$ cat src/rtl/tdm_gate_pkg.sv
`timescale 1ns/1ps
package tdm_gate_pkg;
   typedef enum logic {
      RATE_BASE   = 1'b0,
      RATE_GAPPED = 1'b1
   } rate_e;

   function automatic int unsigned sel_width(input int unsigned mult);
      return (mult > 1) ? $clog2(mult) : 1;
   endfunction
endpackage

$ cat src/rtl/tdm_cfg_latch.sv
`timescale 1ns/1ps
module tdm_cfg_latch
   import tdm_gate_pkg::*;
#(
   parameter int unsigned SEL_W = 2
) (
   input  logic             clk_i,
   input  logic             rst_ni,
   input  logic             frame_pulse_i,
   input  logic             high_rate_i,
   input  logic [SEL_W-1:0] sel_i,
   output rate_e            rate_o,
   output logic [SEL_W-1:0] sel_o,
   output logic             synced_o
);
   rate_e            rate_q;
   logic [SEL_W-1:0] sel_q;
   logic             synced_q;

   always_comb begin
      if (frame_pulse_i) begin
         rate_o   = rate_e'(high_rate_i);
         sel_o    = sel_i;
         synced_o = 1'b1;
      end else begin
         rate_o   = rate_q;
         sel_o    = sel_q;
         synced_o = synced_q;
      end
   end

   always_ff @(posedge clk_i or negedge rst_ni) begin
      if (!rst_ni) begin
         rate_q   <= RATE_BASE;
         sel_q    <= '0;
         synced_q <= 1'b0;
      end else begin
         rate_q   <= rate_o;
         sel_q    <= sel_o;
         synced_q <= synced_o;
      end
   end


   cfg_hold_chk: assert property (@(posedge clk_i) disable iff (!rst_ni)
      !frame_pulse_i |=> ($stable(rate_q) && $stable(sel_q)));
endmodule

$ cat src/rtl/tdm_frame_counter.sv
`timescale 1ns/1ps
module tdm_frame_counter
   import tdm_gate_pkg::*;
#(
   parameter int unsigned SLOT_BITS  = 8,
   parameter int unsigned BASE_SLOTS = 32,
   parameter int unsigned RATE_MULT  = 4,
   parameter int unsigned SEL_W      = 2
) (
   input  logic             clk_i,
   input  logic             rst_ni,
   input  logic             frame_pulse_i,
   input  rate_e            rate_i,
   output logic [SEL_W-1:0] group_o
);
   localparam int unsigned BASE_LEN = SLOT_BITS * BASE_SLOTS;
   localparam int unsigned GAP_LEN  = BASE_LEN * RATE_MULT;
   localparam int unsigned POS_W    = $clog2(GAP_LEN);
   localparam int unsigned BIT_W    = $clog2(SLOT_BITS);

   logic [POS_W-1:0] pos_q;
   logic [POS_W-1:0] cur_pos;
   logic [POS_W-1:0] last_pos;

   assign cur_pos  = frame_pulse_i ? '0 : pos_q;
   assign last_pos = (rate_i == RATE_GAPPED) ? POS_W'(GAP_LEN - 1) : POS_W'(BASE_LEN - 1);
   assign group_o  = cur_pos[BIT_W +: SEL_W];

   always_ff @(posedge clk_i or negedge rst_ni) begin
      if (!rst_ni) begin
         pos_q <= '0;
      end else if (cur_pos == last_pos) begin
         pos_q <= '0;
      end else begin
         pos_q <= cur_pos + POS_W'(1);
      end
   end


   frame_restart_chk: assert property (@(posedge clk_i) disable iff (!rst_ni)
      frame_pulse_i |=> (pos_q == POS_W'(1)));


   base_wrap_chk: assert property (@(posedge clk_i) disable iff (!rst_ni)
      (!frame_pulse_i && rate_i == RATE_BASE && pos_q == POS_W'(BASE_LEN - 1))
      |=> (pos_q == '0));
endmodule

$ cat src/rtl/tdm_slot_decode.sv
`timescale 1ns/1ps
module tdm_slot_decode
   import tdm_gate_pkg::*;
#(
   parameter int unsigned RATE_MULT = 4,
   parameter int unsigned SEL_W     = 2
) (
   input  rate_e            rate_i,
   input  logic [SEL_W-1:0] sel_i,
   input  logic             synced_i,
   input  logic [SEL_W-1:0] group_i,
   output logic             open_o
);
   generate
      if (RATE_MULT == 1) begin : g_single
         logic unused_in;
         assign unused_in = ^{rate_i, sel_i, group_i};
         assign open_o    = synced_i;
      end else begin : g_interleaved
         assign open_o = synced_i && ((rate_i == RATE_BASE) || (group_i == sel_i));
      end
   endgenerate
endmodule

$ cat src/rtl/tdm_slot_gate.sv
`timescale 1ns/1ps
module tdm_slot_gate
   import tdm_gate_pkg::*;
#(
   parameter int unsigned SLOT_BITS  = 8,
   parameter int unsigned BASE_SLOTS = 32,
   parameter int unsigned RATE_MULT  = 4,
   parameter int unsigned SEL_W      = sel_width(RATE_MULT)
) (
   input  logic             clk_i,
   input  logic             rst_ni,
   input  logic             frame_pulse_i,
   input  logic             high_rate_i,
   input  logic [SEL_W-1:0] slot_sel_i,
   input  logic             tx_data_i,
   input  logic             tx_ctrl_i,
   output logic             sample_en_o,
   output logic             data_o,
   output logic             data_oe_o,
   output logic             ctrl_o,
   output logic             ctrl_oe_o
);
   generate
      if (SLOT_BITS < 2 || (SLOT_BITS & (SLOT_BITS - 1)) != 0) begin : g_bad_slot
         $error("SLOT_BITS must be a power of two of at least 2");
      end
      if (RATE_MULT < 1 || (RATE_MULT & (RATE_MULT - 1)) != 0) begin : g_bad_mult
         $error("RATE_MULT must be a power of two");
      end
      if (BASE_SLOTS < RATE_MULT || (BASE_SLOTS & (BASE_SLOTS - 1)) != 0) begin : g_bad_slots
         $error("BASE_SLOTS must be a power of two not below RATE_MULT");
      end
      if (SEL_W != sel_width(RATE_MULT)) begin : g_bad_sel
         $error("SEL_W must match RATE_MULT");
      end
   endgenerate

   rate_e            rate_eff;
   logic [SEL_W-1:0] sel_eff;
   logic             synced;
   logic [SEL_W-1:0] group;
   logic             gate_open;

   tdm_cfg_latch #(.SEL_W(SEL_W)) cfg_i (
      .clk_i         (clk_i),
      .rst_ni        (rst_ni),
      .frame_pulse_i (frame_pulse_i),
      .high_rate_i   (high_rate_i),
      .sel_i         (slot_sel_i),
      .rate_o        (rate_eff),
      .sel_o         (sel_eff),
      .synced_o      (synced)
   );

   tdm_frame_counter #(
      .SLOT_BITS  (SLOT_BITS),
      .BASE_SLOTS (BASE_SLOTS),
      .RATE_MULT  (RATE_MULT),
      .SEL_W      (SEL_W)
   ) cnt_i (
      .clk_i         (clk_i),
      .rst_ni        (rst_ni),
      .frame_pulse_i (frame_pulse_i),
      .rate_i        (rate_eff),
      .group_o       (group)
   );

   tdm_slot_decode #(.RATE_MULT(RATE_MULT), .SEL_W(SEL_W)) dec_i (
      .rate_i   (rate_eff),
      .sel_i    (sel_eff),
      .synced_i (synced),
      .group_i  (group),
      .open_o   (gate_open)
   );

   assign sample_en_o = gate_open;
   assign data_oe_o   = gate_open;
   assign ctrl_oe_o   = gate_open;
   assign data_o      = gate_open & tx_data_i;
   assign ctrl_o      = gate_open & tx_ctrl_i;


   idle_quiet_chk: assert property (@(posedge clk_i) disable iff (!rst_ni)
      !sample_en_o |-> (!data_o && !ctrl_o && !data_oe_o && !ctrl_oe_o));


   pass_through_chk: assert property (@(posedge clk_i) disable iff (!rst_ni)
      sample_en_o |-> (data_o == tx_data_i && ctrl_o == tx_ctrl_i));


   base_all_open_chk: assert property (@(posedge clk_i) disable iff (!rst_ni)
      (synced && rate_eff == RATE_BASE) |-> sample_en_o);


   presync_closed_chk: assert property (@(posedge clk_i) disable iff (!rst_ni)
      !synced |-> (!data_oe_o && !ctrl_oe_o));
endmodule

$ cat config.mk
export PLATFORM = sky130hd
export DESIGN_NAME = tdm_slot_gate
export DESIGN_NICKNAME = d
export VERILOG_FILES = /design/src/rtl/tdm_gate_pkg.sv /design/src/rtl/tdm_cfg_latch.sv /design/src/rtl/tdm_frame_counter.sv /design/src/rtl/tdm_slot_decode.sv /design/src/rtl/tdm_slot_gate.sv
export SDC_FILE = /design/constraint.sdc
export NUM_CORES = 1
export LEC_CHECK = 0
export BUFFER_PORTS_ARGS = -buffer_cell sky130_fd_sc_hd__buf_2
export CORE_MARGIN = 1
export CORE_UTILIZATION = 50
export DETAILED_ROUTE_END_ITERATION = 7
export MAX_ROUTING_LAYER = met4
export PLACE_DENSITY_LB_ADDON = 0.08
export SETUP_SLACK_MARGIN = 0.1
export SLEW_MARGIN = 10
export SYNTH_ARGS = -nofsm -noshare
export SYNTH_HDL_FRONTEND = slang
export SYNTH_SLANG_ARGS = --single-unit
$ cat constraint.sdc
create_clock -name clk_i -period 2.2 [get_ports clk_i]
set_clock_uncertainty 0.05 [all_clocks]
set_input_delay 0.22 -clock clk_i [delete_from_list [all_inputs] [get_ports clk_i]]
set_output_delay 0.22 -clock clk_i [all_outputs]
set_load 0.01 [all_outputs]
; Word level (Yosys, flattened, before mapping)
; Index checks and enable logic that the tools add are counted.
[op_classes]
reduce_logical = 2
order_cmp = 0
eq_ne = 2
shift = 0
n_div = 0
bitwise = 3
muxes = 6
n_addsub = 1
n_mul = 0
[ops]
columns = op, n
row1 = 2-to-1 mux 10 bit, 3
row2 = adder 10 x 1 -> 10 bit (second input constant), 1
row3 = equality test 10 bit, 1
row4 = bitwise AND 1 bit, 2
row5 = equality test 2 bit, 1
row6 = 2-to-1 mux 1 bit, 2
row7 = 2-to-1 mux 2 bit, 1
row8 = logical AND 1 bit, 1
row9 = logical OR 1 bit, 1
row10 = inverter 1 bit, 1
[word_totals]
in_bits = 8
mem_bits_ro = 0
latch_bits = 0
ram_bits = 0
register_bits = 14
word_cells = 18
out_inout_bits = 5
mem_count = 0

; Depth between registers and ports, before layout
[logic_depth]
depth_word = 5
ltp_mapped = 7
depth_no_buf = 6

; By module
; A second synthesis with hierarchy kept.
[unflattened]
cells_unflattened = 69
hier_area_um2 = 742.0
[modules_own_cells]
columns = module, area_each_um2, n_inst, cells_each, seq_area_each_um2
row1 = tdm_frame_counter, 545.5, 1, 53, 250.2
row2 = tdm_cfg_latch, 140.1, 1, 8, 100.1
row3 = tdm_slot_decode, 28.8, 1, 4, 0.0
row4 = tdm_slot_gate, 27.5, 1, 4, 0.0

; Worst setup path before layout
; Ideal clock, no wire load.
[synth_timing]
path_kind = in2reg
start = in frame_pulse_i
end = reg cnt_i.pos_q[8]
cell_stages = 6
setup_time_ps = 77
n_path_buf = 1
path_slack_ps = 607
required_ps = 2073
arrival_time_ps = 1466
path_cell_list = buf_2 > nor2b_1 > ha_1 > nand4_1 > or4_1 > a21oi_1
[synth_via]
elab_chain_len = 4
elab_cells_between_ends = 6
classes_between = add/sub: 1 / eq/ne: 1 / mux: 4
[synth_rtl]
columns = item, line_no
row1 = start: declaration, tdm_slot_gate.sv:12  ; input logic frame_pulse_i,
row2 = branches (longest 3 deep; another with adder 10 x 1 -> 10 bit), n/a
row3 = 2-to-1 mux 10 bit *, tdm_frame_counter.sv:32  ; end else if (cur_pos == last_pos) begin
row4 = end signal: assignment, tdm_frame_counter.sv:35  ; pos_q <= cur_pos + POS_W'(1);
row5 = end: declaration, tdm_frame_counter.sv:21  ; logic [POS_W-1:0] pos_q;
; Every way passes the cells marked *.

; Worst setup path after layout
[layout_timing]
start = reg cnt_i.pos_q[4]
end = out data_o
[layout_via]
elab_chain_len = 5
[layout_rtl]
columns = item, line_no
row1 = 2-to-1 mux 10 bit, tdm_frame_counter.sv:25  ; assign cur_pos = frame_pulse_i ? '0 : pos_q;
row2 = equality test 2 bit, tdm_slot_decode.sv:20  ; assign open_o = synced_i && ((rate_i == RATE_BASE) || (group_i == sel_i));
row3 = logical OR 1 bit, tdm_slot_decode.sv:20
row4 = logical AND 1 bit, tdm_slot_decode.sv:20
row5 = bitwise AND 1 bit, tdm_slot_gate.sv:79  ; assign data_o = gate_open & tx_data_i;
row6 = end: declaration, tdm_slot_gate.sv:18  ; output logic data_o,
; No other way between the ends.

==> results.sh <==
export IMPL_setup_viol=0
export IMPL_drtIter0Drc=8
export IMPL_grt_util_met3_pct=10.2
export IMPL_die_w_um=39.7
export IMPL_use_met1_pct=22.1
export IMPL_antenna_left=0
export IMPL_critical_path_max_fanout=5
export IMPL_slowest_stage="dfrtp_1"
export IMPL_cts_root_buf="clkbuf_4"
export IMPL_dp_hpwl_um=897
export IMPL_crit_type="register to output port"
export IMPL_synth_edf_count=0
export IMPL_io_pins=13
export IMPL_cts_max_path_buffers=2
export IMPL_hold_viol=0
export IMPL_rrSetupSlack_ns=0.54
export IMPL_status="finished, final reports clean"
export IMPL_busiest_layer="met2"
export IMPL_nFillCells=111
export IMPL_grt_pass1_wl_mm=1.81
export IMPL_dieArea_sq_um=1580
export IMPL_min_from="high_rate_i"
export IMPL_numCtsBuffers=3
export IMPL_syn_nets=78
export IMPL_postCtsHoldBufs=1
export IMPL_postRouteWirelength_mm=1.15
export IMPL_die_y_um=39.7
export IMPL_place_congestion=0.788
export IMPL_worst_pin_slew_ns=0.300
export IMPL_hold_depth=3
export IMPL_reg2reg_depth=5
export IMPL_grt_setup_unrepaired="false"
export IMPL_wl_per_cell_um=11.9
export IMPL_cts_resized=0
export IMPL_rows=13
export IMPL_portBuffers=12
export IMPL_synth_cell_types=24
export IMPL_synth_common_cells="14 x dfrtp_1, 10 x nor2_1, 5 x xor2_1, 4 x nand2_1, 4 x xnor2_1"
export IMPL_cap_violations=0
export IMPL_cts_repair_timing_setup_buffer_count=0
export IMPL_first_pass_iters=4
export IMPL_timing_rr_end="cnt_i.pos_q[8]"
export IMPL_setup_slack_ns=0.485
export IMPL_avgSynthCellArea_sq_um=10.3
export IMPL_synth_ff_type="dfrtp_1"
export IMPL_vias_per_cell=5.22
export IMPL_yosysWarningCount=0
export IMPL_max_stage_delay_ns=0.44
export IMPL_p_leak_nw=0.374
export IMPL_cts_tree="built"
export IMPL_grt_max_degree=15
export IMPL_setup_tns_final_ns=0
export IMPL_synthTopCellsByArea="dfrtp_1 49%, xor2_1 6.2%, nor2_1 5.3%"
export IMPL_layout_drive_gt1_share_pct=26.8
export IMPL_dpl_worst_slack_ns=0.477
export IMPL_diodes=0
export IMPL_finalMaxSlewViolations=0
export IMPL_synth_area_sq_um=712
export IMPL_final_nets=93
export IMPL_r2r_start="cnt_i.pos_q[0]"
export IMPL_netlist_instances=69
export IMPL_cellPowerDensity_nw_per_um2=596
export IMPL_slew_headroom_pct=80.0
export IMPL_seq_area_frac_synth_pct=49.2
export IMPL_clkLatencyLatePin_ns=0.28
export IMPL_post_route_util_pct=61.0
export IMPL_path_clk_slew_ns=0.08
export IMPL_irDropWorstVdd_uv=346
export IMPL_grt_use_total_pct=19.6
export IMPL_start_kind="register"
export IMPL_async_flop_share_pct=100
export IMPL_antenna_found_initial=0
export IMPL_synthToLayoutAreaGrowth_pct=12.8
export IMPL_grt_pass1_vias=426
export IMPL_vias=506
export IMPL_crit_required_ns=1.93
export IMPL_period_minus_slack_ns=1.71
export IMPL_cp_arrival_ns=1.44
export IMPL_grt_use_met2_pct=27.9
export IMPL_htreeDepth=1
export IMPL_synth_top_area_share_pct=49.2
export IMPL_synth_most_common_cell="dfrtp_1"
export IMPL_fmax_mhz=583
export IMPL_core_area_sq_um=1320
export IMPL_synth_area_leader_cell="dfrtp_1"
export IMPL_min_period_over_period_pct=77.9
export IMPL_cp_end_kind="output port"
export IMPL_hp_class="input pin to register"
export IMPL_ys_ff_latch=14
export IMPL_initial_core_util_pct=54.0
export IMPL_cts_sinks=14
export IMPL_gr_total_overflow=0
export IMPL_path_cells="xnor2_1 -> a21oi_1 -> nor2_1 -> and2_1 -> buf_2"
export IMPL_hold_end="cfg_i.rate_q"
export IMPL_drc=0
==> critical path: cells and delay by family (launching register included) <==
family | cells | cell delay [ns]
AOI/OAI and AO/OA | 1 | 0.08
xor gates and xnor gates | 1 | 0.19
and+or+nand+nor | 2 | 0.34
DFF | 1 | 0.44
buffers and inverters | 1 | 0.12
==> how the worst max path moves through the flow <==
stage              startpoint             end  slack (ns)  cells past startpoint
2_1_floorplan   frame_pulse_i  cnt_i.pos_q[8]        0.61                      6
3_3_place_gp    frame_pulse_i  cnt_i.pos_q[8]        0.52                      6
3_5_place_dp    frame_pulse_i  cnt_i.pos_q[8]        0.48                      6
4_1_cts        cnt_i.pos_q[4]          data_o        0.46                      5
5_1_grt        cnt_i.pos_q[3]          ctrl_o        0.32                      5
6_report       cnt_i.pos_q[4]          data_o        0.49                      5
==> state kept, by name (all words and copies together), names as in the netlist <==
name	count
cfg_i.sel_q	2
cfg_i.rate_q	1
cnt_i.pos_q	10
cfg_i.synced_q	1
==> per-stage QoR <==
| step | std cells | hold slack, ns | power, W | instance area, sq um |
|---|---|---|---|---|
| 3_5_place_dp | 93 | 0.0730 | 0.000347 | 771 |
| 4_1_cts | 97 | 0.104 | 0.000486 | 803 |
| 2_1_floorplan | 69 | -0.126 | 0.000327 | 712 |
| 3_3_place_gp | 93 | 0.0759 | 0.000347 | 771 |
| 5_1_grt | 97 | 0.110 | 0.000508 | 803 |
| 6_report | 97 | 0.107 | 0.000479 | 803 |
==> layout by cell type (no fill, tap or decap), drive strengths merged, types with 3 or more instances in the layout <==
| cell type | count |
|---|---|
| nand2 | 4 |
| dfrtp | 14 |
| clkbuf | 3 |
| nand4 | 3 |
| buf | 12 |
| xor2 | 5 |
| nor2b | 3 |
| xnor2 | 4 |
| nor2 | 10 |
| and2 | 3 |
==> metal layers <==
layer | share of wire (%) | vias to the layer above | wire, um
li1 | - | 263 | -
met1 | 47 | 233 | 542
met2 | 46 | 8 | 532
met3 | 4.8 | 2 | 55
met4 | 1.8 | 0 | 21
met5 | 0 | - | 0
==> power by group <==
group | internal (W) | switching, W | leakage (nW)
registers | 0.000270 | 0.00000956 | 0.178
logic | 0.0000315 | 0.0000316 | 0.182
clock network | 0.0000635 | 0.0000730 | 0.0138
total | 0.000365 | 0.000114 | 0.374
==> cells by family after synthesis <==
group	after synthesis	synth area share, %
and+or+nand+nor	34	26.9
DFF	14	49.2
xor gates and xnor gates	9	11.1
AOI/OAI and AO/OA	5	4.57
buffers and inverters	4	3.34
muxes	2	3.16
adders and majority gates	1	1.76
==> final cells by class <==
cell class	count	area [sq um]	share of cell area [%]
flip-flops and latches	14	350	43.6
multi-input cells	51	338	42.1
repair buffers	13	70.1	8.72
clock buffers	3	22.5	2.80
well taps	15	18.8	2.34
inverters	1	3.75	0.467
(Power assumes the default switching activity.)
